===== src/rtl/slc_pkg.sv =====
package slc_pkg;
    localparam int SEL_W = 3;

    typedef enum logic [SEL_W-1:0] {
        ENC_NRZ    = 3'd0,
        ENC_NRZB   = 3'd1,
        ENC_NRZI_M = 3'd2,
        ENC_NRZI_S = 3'd3,
        ENC_FM1    = 3'd4,
        ENC_FM0    = 3'd5,
        ENC_MANCH  = 3'd6,
        ENC_DMANCH = 3'd7
    } enc_e;

    typedef enum logic [1:0] {
        TX_IDLE   = 2'd0,
        TX_FIRST  = 2'd1,
        TX_SECOND = 2'd2
    } tx_state_e;

    typedef enum logic {
        RX_IDLE        = 1'b0,
        RX_WAIT_SECOND = 1'b1
    } rx_state_e;

    // Level for the first half of a cell, from the bit and the level that ended the last cell
    function automatic logic first_level(enc_e m, logic b, logic last);
        logic r;
        unique case (m)
            ENC_NRZ:    r = b;
            ENC_NRZB:   r = ~b;
            ENC_NRZI_M: r = last ^ b;
            ENC_NRZI_S: r = last ^ ~b;
            ENC_FM1:    r = ~last;
            ENC_FM0:    r = ~last;
            ENC_MANCH:  r = b;
            ENC_DMANCH: r = last ^ b;
            default:    r = b;
        endcase
        return r;
    endfunction

    // Level for the second half, from the bit and the first-half level
    function automatic logic second_level(enc_e m, logic b, logic first);
        logic r;
        unique case (m)
            ENC_FM1:    r = first ^ b;
            ENC_FM0:    r = first ^ ~b;
            ENC_MANCH:  r = ~first;
            ENC_DMANCH: r = ~first;
            default:    r = first;
        endcase
        return r;
    endfunction

    function automatic logic decode_bit(enc_e m, logic prev, logic a, logic b);
        logic r;
        unique case (m)
            ENC_NRZ:    r = b;
            ENC_NRZB:   r = ~b;
            ENC_NRZI_M: r = b ^ prev;
            ENC_NRZI_S: r = ~(b ^ prev);
            ENC_FM1:    r = a ^ b;
            ENC_FM0:    r = ~(a ^ b);
            ENC_MANCH:  r = a;
            ENC_DMANCH: r = a ^ prev;
            default:    r = b;
        endcase
        return r;
    endfunction

    function automatic logic decode_viol(enc_e m, logic prev, logic a, logic b);
        logic r;
        unique case (m)
            ENC_FM1, ENC_FM0:      r = (a == prev);
            ENC_MANCH, ENC_DMANCH: r = (a == b);
            default:               r = 1'b0;
        endcase
        return r;
    endfunction
endpackage


===== src/rtl/slc_mode_latch.sv =====
module slc_mode_latch
    import slc_pkg::*;
(
    input  logic             clk,
    input  logic             rst_n,
    input  logic             run,
    input  logic [SEL_W-1:0] sel_in,
    output enc_e             mode_q
);
    always_ff @(posedge clk or negedge rst_n) begin
        if (!rst_n) begin
            mode_q <= ENC_NRZ;
        end else if (!run) begin
            mode_q <= enc_e'(sel_in);
        end
    end
endmodule


===== src/rtl/slc_tx_encoder.sv =====
module slc_tx_encoder
    import slc_pkg::*;
(
    input  logic      clk,
    input  logic      rst_n,
    input  logic      run,
    input  enc_e      mode,
    input  logic      tx_bit,
    input  logic      cell_stb,
    input  logic      half_stb,
    output logic      line_q,
    output tx_state_e state_q
);
    tx_state_e state_d;
    logic      bit_q;

    always_comb begin
        state_d = state_q;
        unique case (state_q)
            TX_IDLE: begin
                if (run && cell_stb) state_d = TX_FIRST;
            end
            TX_FIRST: begin
                if (!run)          state_d = TX_IDLE;
                else if (cell_stb) state_d = TX_FIRST;
                else if (half_stb) state_d = TX_SECOND;
            end
            TX_SECOND: begin
                if (!run)          state_d = TX_IDLE;
                else if (cell_stb) state_d = TX_FIRST;
            end
            default: state_d = TX_IDLE;
        endcase
    end

    always_ff @(posedge clk or negedge rst_n) begin
        if (!rst_n) state_q <= TX_IDLE;
        else        state_q <= state_d;
    end

    always_ff @(posedge clk or negedge rst_n) begin
        if (!rst_n) begin
            line_q <= 1'b0;
            bit_q  <= 1'b0;
        end else if (run && cell_stb) begin
            line_q <= first_level(mode, tx_bit, line_q);
            bit_q  <= tx_bit;
        end else if (run && half_stb && state_q == TX_FIRST) begin
            line_q <= second_level(mode, bit_q, line_q);
        end
    end
endmodule


===== src/rtl/slc_rx_decoder.sv =====
module slc_rx_decoder
    import slc_pkg::*;
(
    input  logic clk,
    input  logic rst_n,
    input  logic run,
    input  enc_e mode,
    input  logic rx_line,
    input  logic first_stb,
    input  logic second_stb,
    output logic rx_bit,
    output logic rx_valid,
    output logic rx_viol
);
    rx_state_e state_q, state_d;
    logic      first_q;
    logic      prev_q;
    logic      take;

    assign take = run && second_stb && (state_q == RX_WAIT_SECOND);

    always_comb begin
        state_d = state_q;
        unique case (state_q)
            RX_IDLE: begin
                if (run && first_stb) state_d = RX_WAIT_SECOND;
            end
            RX_WAIT_SECOND: begin
                if (!run)            state_d = RX_IDLE;
                else if (second_stb) state_d = RX_IDLE;
            end
            default: state_d = RX_IDLE;
        endcase
    end

    always_ff @(posedge clk or negedge rst_n) begin
        if (!rst_n) state_q <= RX_IDLE;
        else        state_q <= state_d;
    end

    always_ff @(posedge clk or negedge rst_n) begin
        if (!rst_n) begin
            first_q  <= 1'b0;
            prev_q   <= 1'b0;
            rx_bit   <= 1'b0;
            rx_valid <= 1'b0;
            rx_viol  <= 1'b0;
        end else begin
            rx_valid <= take;
            rx_viol  <= take && decode_viol(mode, prev_q, first_q, rx_line);
            if (run && first_stb && state_q == RX_IDLE) begin
                first_q <= rx_line;
            end
            if (take) begin
                rx_bit <= decode_bit(mode, prev_q, first_q, rx_line);
                prev_q <= rx_line;
            end
        end
    end
endmodule


===== src/rtl/serial_line_codec.sv =====
module serial_line_codec
    import slc_pkg::*;
(
    input  logic       clk,
    input  logic       rst_n,
    input  logic       run,
    input  logic [2:0] enc_sel,
    input  logic       tx_bit,
    input  logic       tx_cell_stb,
    input  logic       tx_half_stb,
    output logic       line_out,
    input  logic       rx_line,
    input  logic       rx_first_stb,
    input  logic       rx_second_stb,
    output logic       rx_bit,
    output logic       rx_valid,
    output logic       rx_viol
);
    enc_e      mode_q;
    tx_state_e tx_state;

    slc_mode_latch mode_i (
        .clk    (clk),
        .rst_n  (rst_n),
        .run    (run),
        .sel_in (enc_sel),
        .mode_q (mode_q)
    );

    slc_tx_encoder tx_i (
        .clk      (clk),
        .rst_n    (rst_n),
        .run      (run),
        .mode     (mode_q),
        .tx_bit   (tx_bit),
        .cell_stb (tx_cell_stb),
        .half_stb (tx_half_stb),
        .line_q   (line_out),
        .state_q  (tx_state)
    );

    slc_rx_decoder rx_i (
        .clk        (clk),
        .rst_n      (rst_n),
        .run        (run),
        .mode       (mode_q),
        .rx_line    (rx_line),
        .first_stb  (rx_first_stb),
        .second_stb (rx_second_stb),
        .rx_bit     (rx_bit),
        .rx_valid   (rx_valid),
        .rx_viol    (rx_viol)
    );
endmodule


===== config.mk =====
export PLATFORM = sky130hd
export DESIGN_NAME = serial_line_codec
export DESIGN_NICKNAME = d
export VERILOG_FILES = /design/src/rtl/slc_pkg.sv /design/src/rtl/slc_mode_latch.sv /design/src/rtl/slc_tx_encoder.sv /design/src/rtl/slc_rx_decoder.sv /design/src/rtl/serial_line_codec.sv
export SDC_FILE = /design/constraint.sdc
export NUM_CORES = 1
export LEC_CHECK = 0
export CAP_MARGIN = 5
export CORE_MARGIN = 8
export CORE_UTILIZATION = 45
export CTS_CLUSTER_DIAMETER = 60
export DETAILED_ROUTE_END_ITERATION = 10
export PLACE_DENSITY = 0.74
export RECOVER_POWER = 50
export SETUP_SLACK_MARGIN = 0.15
export SLEW_MARGIN = 20
export SYNTH_ARGS = -nofsm -noshare
export SYNTH_HDL_FRONTEND = slang
export SYNTH_HIERARCHICAL = 1
export SYNTH_SLANG_ARGS = --single-unit

===== constraint.sdc =====
create_clock -name clk -period 1.7 [get_ports clk]
set_input_delay 0.34 -clock clk [delete_from_list [all_inputs] [get_ports clk]]
set_output_delay 0.34 -clock clk [all_outputs]
set_load 0.03 [all_outputs]

**Word level (Yosys, flattened, before mapping)**

Index checks and enable logic that the tools add are counted.

- Bits in registers: 13
- Bits of input ports: 12
- Output and inout bits: 4
- Word-level logic and storage cells: 73

- Equal/unequal tests: 14
- Mux-type cells: 17
- Bitwise gates (word level): 14
- Reductions and logical operators: 18

Operators by type and width:

| kind | number |
|---|---|
| 3-bit equality test (second input constant) | 4 |
| 2-bit two-way mux | 6 |
| 1-bit logical AND | 8 |
| 1-bit one-hot mux with 8 select lines | 1 |
| 2-bit OR reduction | 4 |
| 1-bit inverter | 7 |
| 1-bit bitwise XOR | 7 |
| 3-bit by 2-bit equality test with 1-bit output (second input constant) | 2 |
| 2-bit one-hot mux with 3 select lines | 1 |
| 1-bit two-way mux | 5 |
| 1-bit one-hot mux with 5 select lines | 1 |
| 4-bit inequality test (second input constant) | 1 |
| 1-bit one-hot mux with 2 select lines | 2 |
| 4-bit nonzero test | 1 |
| 3-bit by 1-bit equality test with 1-bit output (second input constant) | 1 |
| 3-bit zero test | 1 |
| 3-bit inequality test (second input constant) | 1 |
| 1-bit one-hot mux with 3 select lines | 1 |
| 3-bit AND reduction | 1 |
| 1-bit equality test | 2 |
| 2-bit by 1-bit equality test with 1-bit output (second input constant) | 1 |
| 2-bit equality test (second input constant) | 1 |
| 2-bit zero test | 1 |
| 2-bit by 1-bit inequality test with 1-bit output (second input constant) | 1 |
| other kinds (2) | 2 |

**Logic depth before layout (Yosys ltp)**

- Depth in word-level cells: 5
- Gate-level depth with buffers: 4
- Depth with buffers taken out: 4

**Hierarchy**

Netlist, hierarchy kept.

By module, submodules not included:

| module | instances | cells each | area an instance (sq um) |
|---|---|---|---|
| slc_rx_decoder | 1 | 32 | 331.6 |
| slc_tx_encoder | 1 | 33 | 310.3 |
| slc_mode_latch | 1 | 6 | 108.9 |

**Worst setup path before layout**

No wires, ideal clock.

- Path kind: reg2reg
- Start: register mode_i.mode_q[0]
- End: register tx_i.line_q
- Arrival: 1.301 ns
- Required time: 1.608 ns
- Setup slack: 0.308 ns
- Stages on the path, launching flop included: 5
- Clock period less this slack: 1.392 ns
- Path through: dfrtp_1 xor2_1 o2111ai_1 mux2_4 o31ai_2

- Word-level cells in the longest chain between the ends: 5
- Elaborated cells on any way between the ends: 18
- Classes of those cells: 7 x eq/ne; 4 x mux; 7 x reduce/logical

Ends and longest elaborated chain:

| what | RTL line | RTL |
|---|---|---|
| from (decl) | slc_mode_latch.sv:8 | `output enc_e mode_q` |
| from (signal assigned) | slc_mode_latch.sv:14 | `mode_q <= enc_e'(sel_in);` |
| 3-bit equality test | slc_pkg.sv:29, slc_pkg.sv:46 |  |
| 2-bit OR reduction (no source line) | -- |  |
| 1-bit one-hot mux with 3 select lines | slc_pkg.sv:46 | `unique case (m)` |
| 1-bit two-way mux | slc_tx_encoder.sv:48 | `end else if (run && half_stb && state_q == TX_FIRST) begin` |
| 1-bit two-way mux | slc_tx_encoder.sv:45 | `end else if (run && cell_stb) begin` |
| to (signal assigned) | slc_tx_encoder.sv:46 | `line_q <= first_level(mode, tx_bit, line_q);` |
| to (signal assigned) | slc_tx_encoder.sv:49 | `line_q <= second_level(mode, bit_q, line_q);` |
| to (decl) | slc_tx_encoder.sv:11 | `output logic line_q,` |

Parallel ways exist; a longest one is shown, timed or not. The select of a mux whose other input is x is not followed.
A chain may end at the register's enable or synchronous reset.

**Worst setup path after layout**

- Start: input port run
- End: register tx_i.line_q

- Word-level cells in the longest chain between the ends: 4
- Elaborated cells on any way between the ends: 7
- Classes of those cells: 1 x mux; 6 x reduce/logical

Ends and longest elaborated chain:

| what | RTL line | RTL |
|---|---|---|
| from (decl) | serial_line_codec.sv:6 | `input logic run,` |
| 1-bit logical AND (2 in a row) | slc_tx_encoder.sv:48 |  |
| 2-bit nonzero test (no source line) | -- |  |
| 2-bit AND reduction (no source line) | -- |  |

Parallel ways exist; a longest one is shown, timed or not.

==> results.toml <==
[sta]
tightest_slew_ns = 0.3675
finalHoldViolations = 0
rsz0062_at_grt = "no"
tns_ns = 0
relSlewSlack_pct = 75.50
min_period_over_period_pct = 88.21
worst_clock_skew_ns = 0.002763
setup_violations = 0
final_max_slew_viol_count = 0
max_freq_ghz = 0.6669
period_needed_ns = 1.500

[synthesis]
syn_avg_cell_area_um2 = 10.57
synth-xor-area-share_pct = 4.667
synth_area_um2 = 750.7
synthArstFlopShare_pct = 100.0
synth_compound_area_share_pct = 12.00
synthSimpleGateAreaFrac_pct = 23.00
synthMuxAreaShare_pct = 15.00
synth_seq_area_share_pct = 43.33
synthDistinctLibCells = 31
synth_common_cells = "13 x dfrtp_1, 6 x mux2_2, 5 x nor2_1"
synth_area_leader_cell = "dfrtp_1"
synth_warnings = 6
ys_top_cells_by_area = "dfrtp_1 43%, mux2_2 9.0%, mux2i_1 4.0%, nor3b_1 3.0%, nor2_1 2.5%"
synthAdderAreaFrac_pct = 0
synth_edf_count = 0
synth_top_area_share_pct = 43.33
synth_top_family_by_area = "simple AND/OR/NAND/NOR gates"
synth_flop_cell = "dfrtp_1"
ys_seq_elements = 13
yosysMostFrequentCell = "dfrtp_1"
synth_fp_nets = 83
syn_inst = 71

[grt]
grt_max_degree = 15
track_usage_pct = 12.03
antenna_found_initial = 0
grt_pass1_vias = 719
overflow = 0
grt_pass1_wl_mm = 3.139

[finish]
area_growth_pct = 36.33
drive_gt1_share_pct = 22.77
largest_registers = "mode_i/mode_q (3), tx_i/state_q (2)"
fin_cells = 117
largest_register_ffs = 3
diodes = 0
final_cell_area_mm2 = 0.001023
largest-register = "mode_i/mode_q"
fillerInstances = 148
layout.nets = 114

[clock_network]
cts_tree = "built"
clock_path_buffers = 2
htree_levels = 1
cts.clk_slew.worst_paths_ns = 0.08
clkLatencyLatePin_ns = 0.28
cts_root_buffer = "clkbuf_4"
clock_sinks = 13
cts_made_buffers = 3

[outcome]
status = "complete, no violations"

[die]
fp.dieH_um = 56.85
ios = 16
start_util_pct = 48.70
core-area_mm2 = 0.001541
die-width_um = 56.85
die_area_mm2 = 0.003231
rows = 14

[power_and_ir_drop]
seq_power_share_pct = 46.0
power_switching_uw = 285.8
power.leakage_uw = 0.0004725
total_power_uw = 874.8
internal_power_uw = 589.0
clkPwrFrac_pct = 22.3
power_frac_comb_pct = 31.8
peakVddDrop_uv = 631.5
power.density_mw_per_mm2 = 854.7
swShare_pct = 32.67

[drt]
num_vias = 687
firstDrtPassIters = 4
wl_per_cell_um = 15.00
drt_iter0_drc = 7
avgViaCountPerCell = 5.872
drc_errors = 0
ant_nets = 0
wl_mm = 1.755

[critical_path]
crit_arrival_ns = 1.66
cp.required_ns = 1.86
cp_num_buf_inv = 2
endpoint_kind = "flip-flop"
start_kind = "input port"
slowest_stage = "dlygate4sd3_1"
cp_cell_sequence = "dlygate4sd3_1, buf_4, nor3b_1, o311ai_1, o31ai_2"
path_delay_family = "buffers and inverters"
cp_max_fo = 7
path_class = "input port to flip-flop"
critPathMaxStageDelay_ns = 0.58

[placement]
place_area_mm2 = 0.001003
io_buffers = 15
dpl.cell_count = 113
place.detailed.hpwl_mm = 1.371
routabilityCongestion = 0.8049

[job]
maxCapViolCount = 0

[hold_path]
hp-class = "input port to async pin"
## area by class of cell
| class | instances | area (µm²) | area share [%] |
|---|---|---|---|
| multi-input combinational | 54 | 410.4 | 40.10 |
| sequential | 13 | 327.8 | 32.03 |
| timing repair buffer | 26 | 224.0 | 21.88 |
| clock buffer | 4 | 26.28 | 2.567 |
| tap | 16 | 20.02 | 1.956 |
| inverter | 4 | 15.01 | 1.467 |
## logic make-up (layout without fill, tap and decap cells)
family,count (synthesis),after routing
xor gates and xnor gates,4,4
buffers and inverters,4,34
AOI/OAI and AO/OA,12,12
and+or+nand+nor,28,28
muxes,10,10
DFF,13,13
## what timing repair did
item	in CTS	in global routing
endpoints found under the setup margin	4	2
gates resized for setup	4	2
pin swaps	0	0
buffers inserted	0	0
hold buffers	0	0
## worst reg2reg max path, cell delays in order (launching register included)
cell       delay, ns
dfrtp_2         0.49
xor2_1          0.19
o2111ai_1       0.23
mux2_4          0.33
o31ai_2         0.16
## layer usage
layer | share of wire [%] | GRT usage, %
met1 | 43 | 12.53
met2 | 49 | 20.06
met3 | 6.0 | 5.169
met4 | 1.7 | 6.040
met5 | 0 | 0
## layout by cell type, fill, tap and decap left out, drive strengths merged, types with 3 or more instances in the layout
cell type	netlist	layout
inv	4	4
nand2	4	4
mux2	7	7
nor2	5	5
clkdlybuf4s50	0	9
nor3b	3	3
dlygate4sd2	0	4
clkbuf	0	5
mux2i	3	3
dfrtp	13	13
nand3	3	3
buf	0	10
## power by group through the flow
stage | combinational [µW] | clock (µW) | sequential (µW)
2_1_floorplan | 127 | 0 | 438
3_3_place_gp | 284 | 0 | 406
3_5_place_dp | 293 | 0 | 408
4_1_cts | 283 | 197 | 401
5_1_grt | 307 | 216 | 411
6_report | 278 | 195 | 402
## metrics by stage
step	util, %	worst slack (ns)	hold WS (ns)
global placement	65.10	-0.01332	0.5084
finish	66.40	0.2005	0.3908
detailed placement	65.10	-0.05855	0.5239
CTS	66.48	0.1874	0.3369
floorplan	-	0.3077	0.04441
global route	66.40	0.1615	0.4015
## worst paths after layout
path,start,endpoint,slack [ns],depth (start not counted)
max,run,tx_i/line_q$_DFFE_PN0P_,0.20,5
min in group clk,tx_i/bit_q$_DFFE_PN0P_,tx_i/bit_q$_DFFE_PN0P_,0.54,1
min reg2reg,tx_i/bit_q$_DFFE_PN0P_,tx_i/bit_q$_DFFE_PN0P_,0.54,1
min,rst_n,tx_i/line_q$_DFFE_PN0P_,0.39,1
max reg2reg,mode_i/mode_q[0]$_DFFE_PN0N_,tx_i/line_q$_DFFE_PN0P_,0.22,4
max in group asynchronous,rst_n,mode_i/mode_q[1]$_DFFE_PN0N_,0.67,2
No activity file was read; power rests on OpenSTA's default activity.
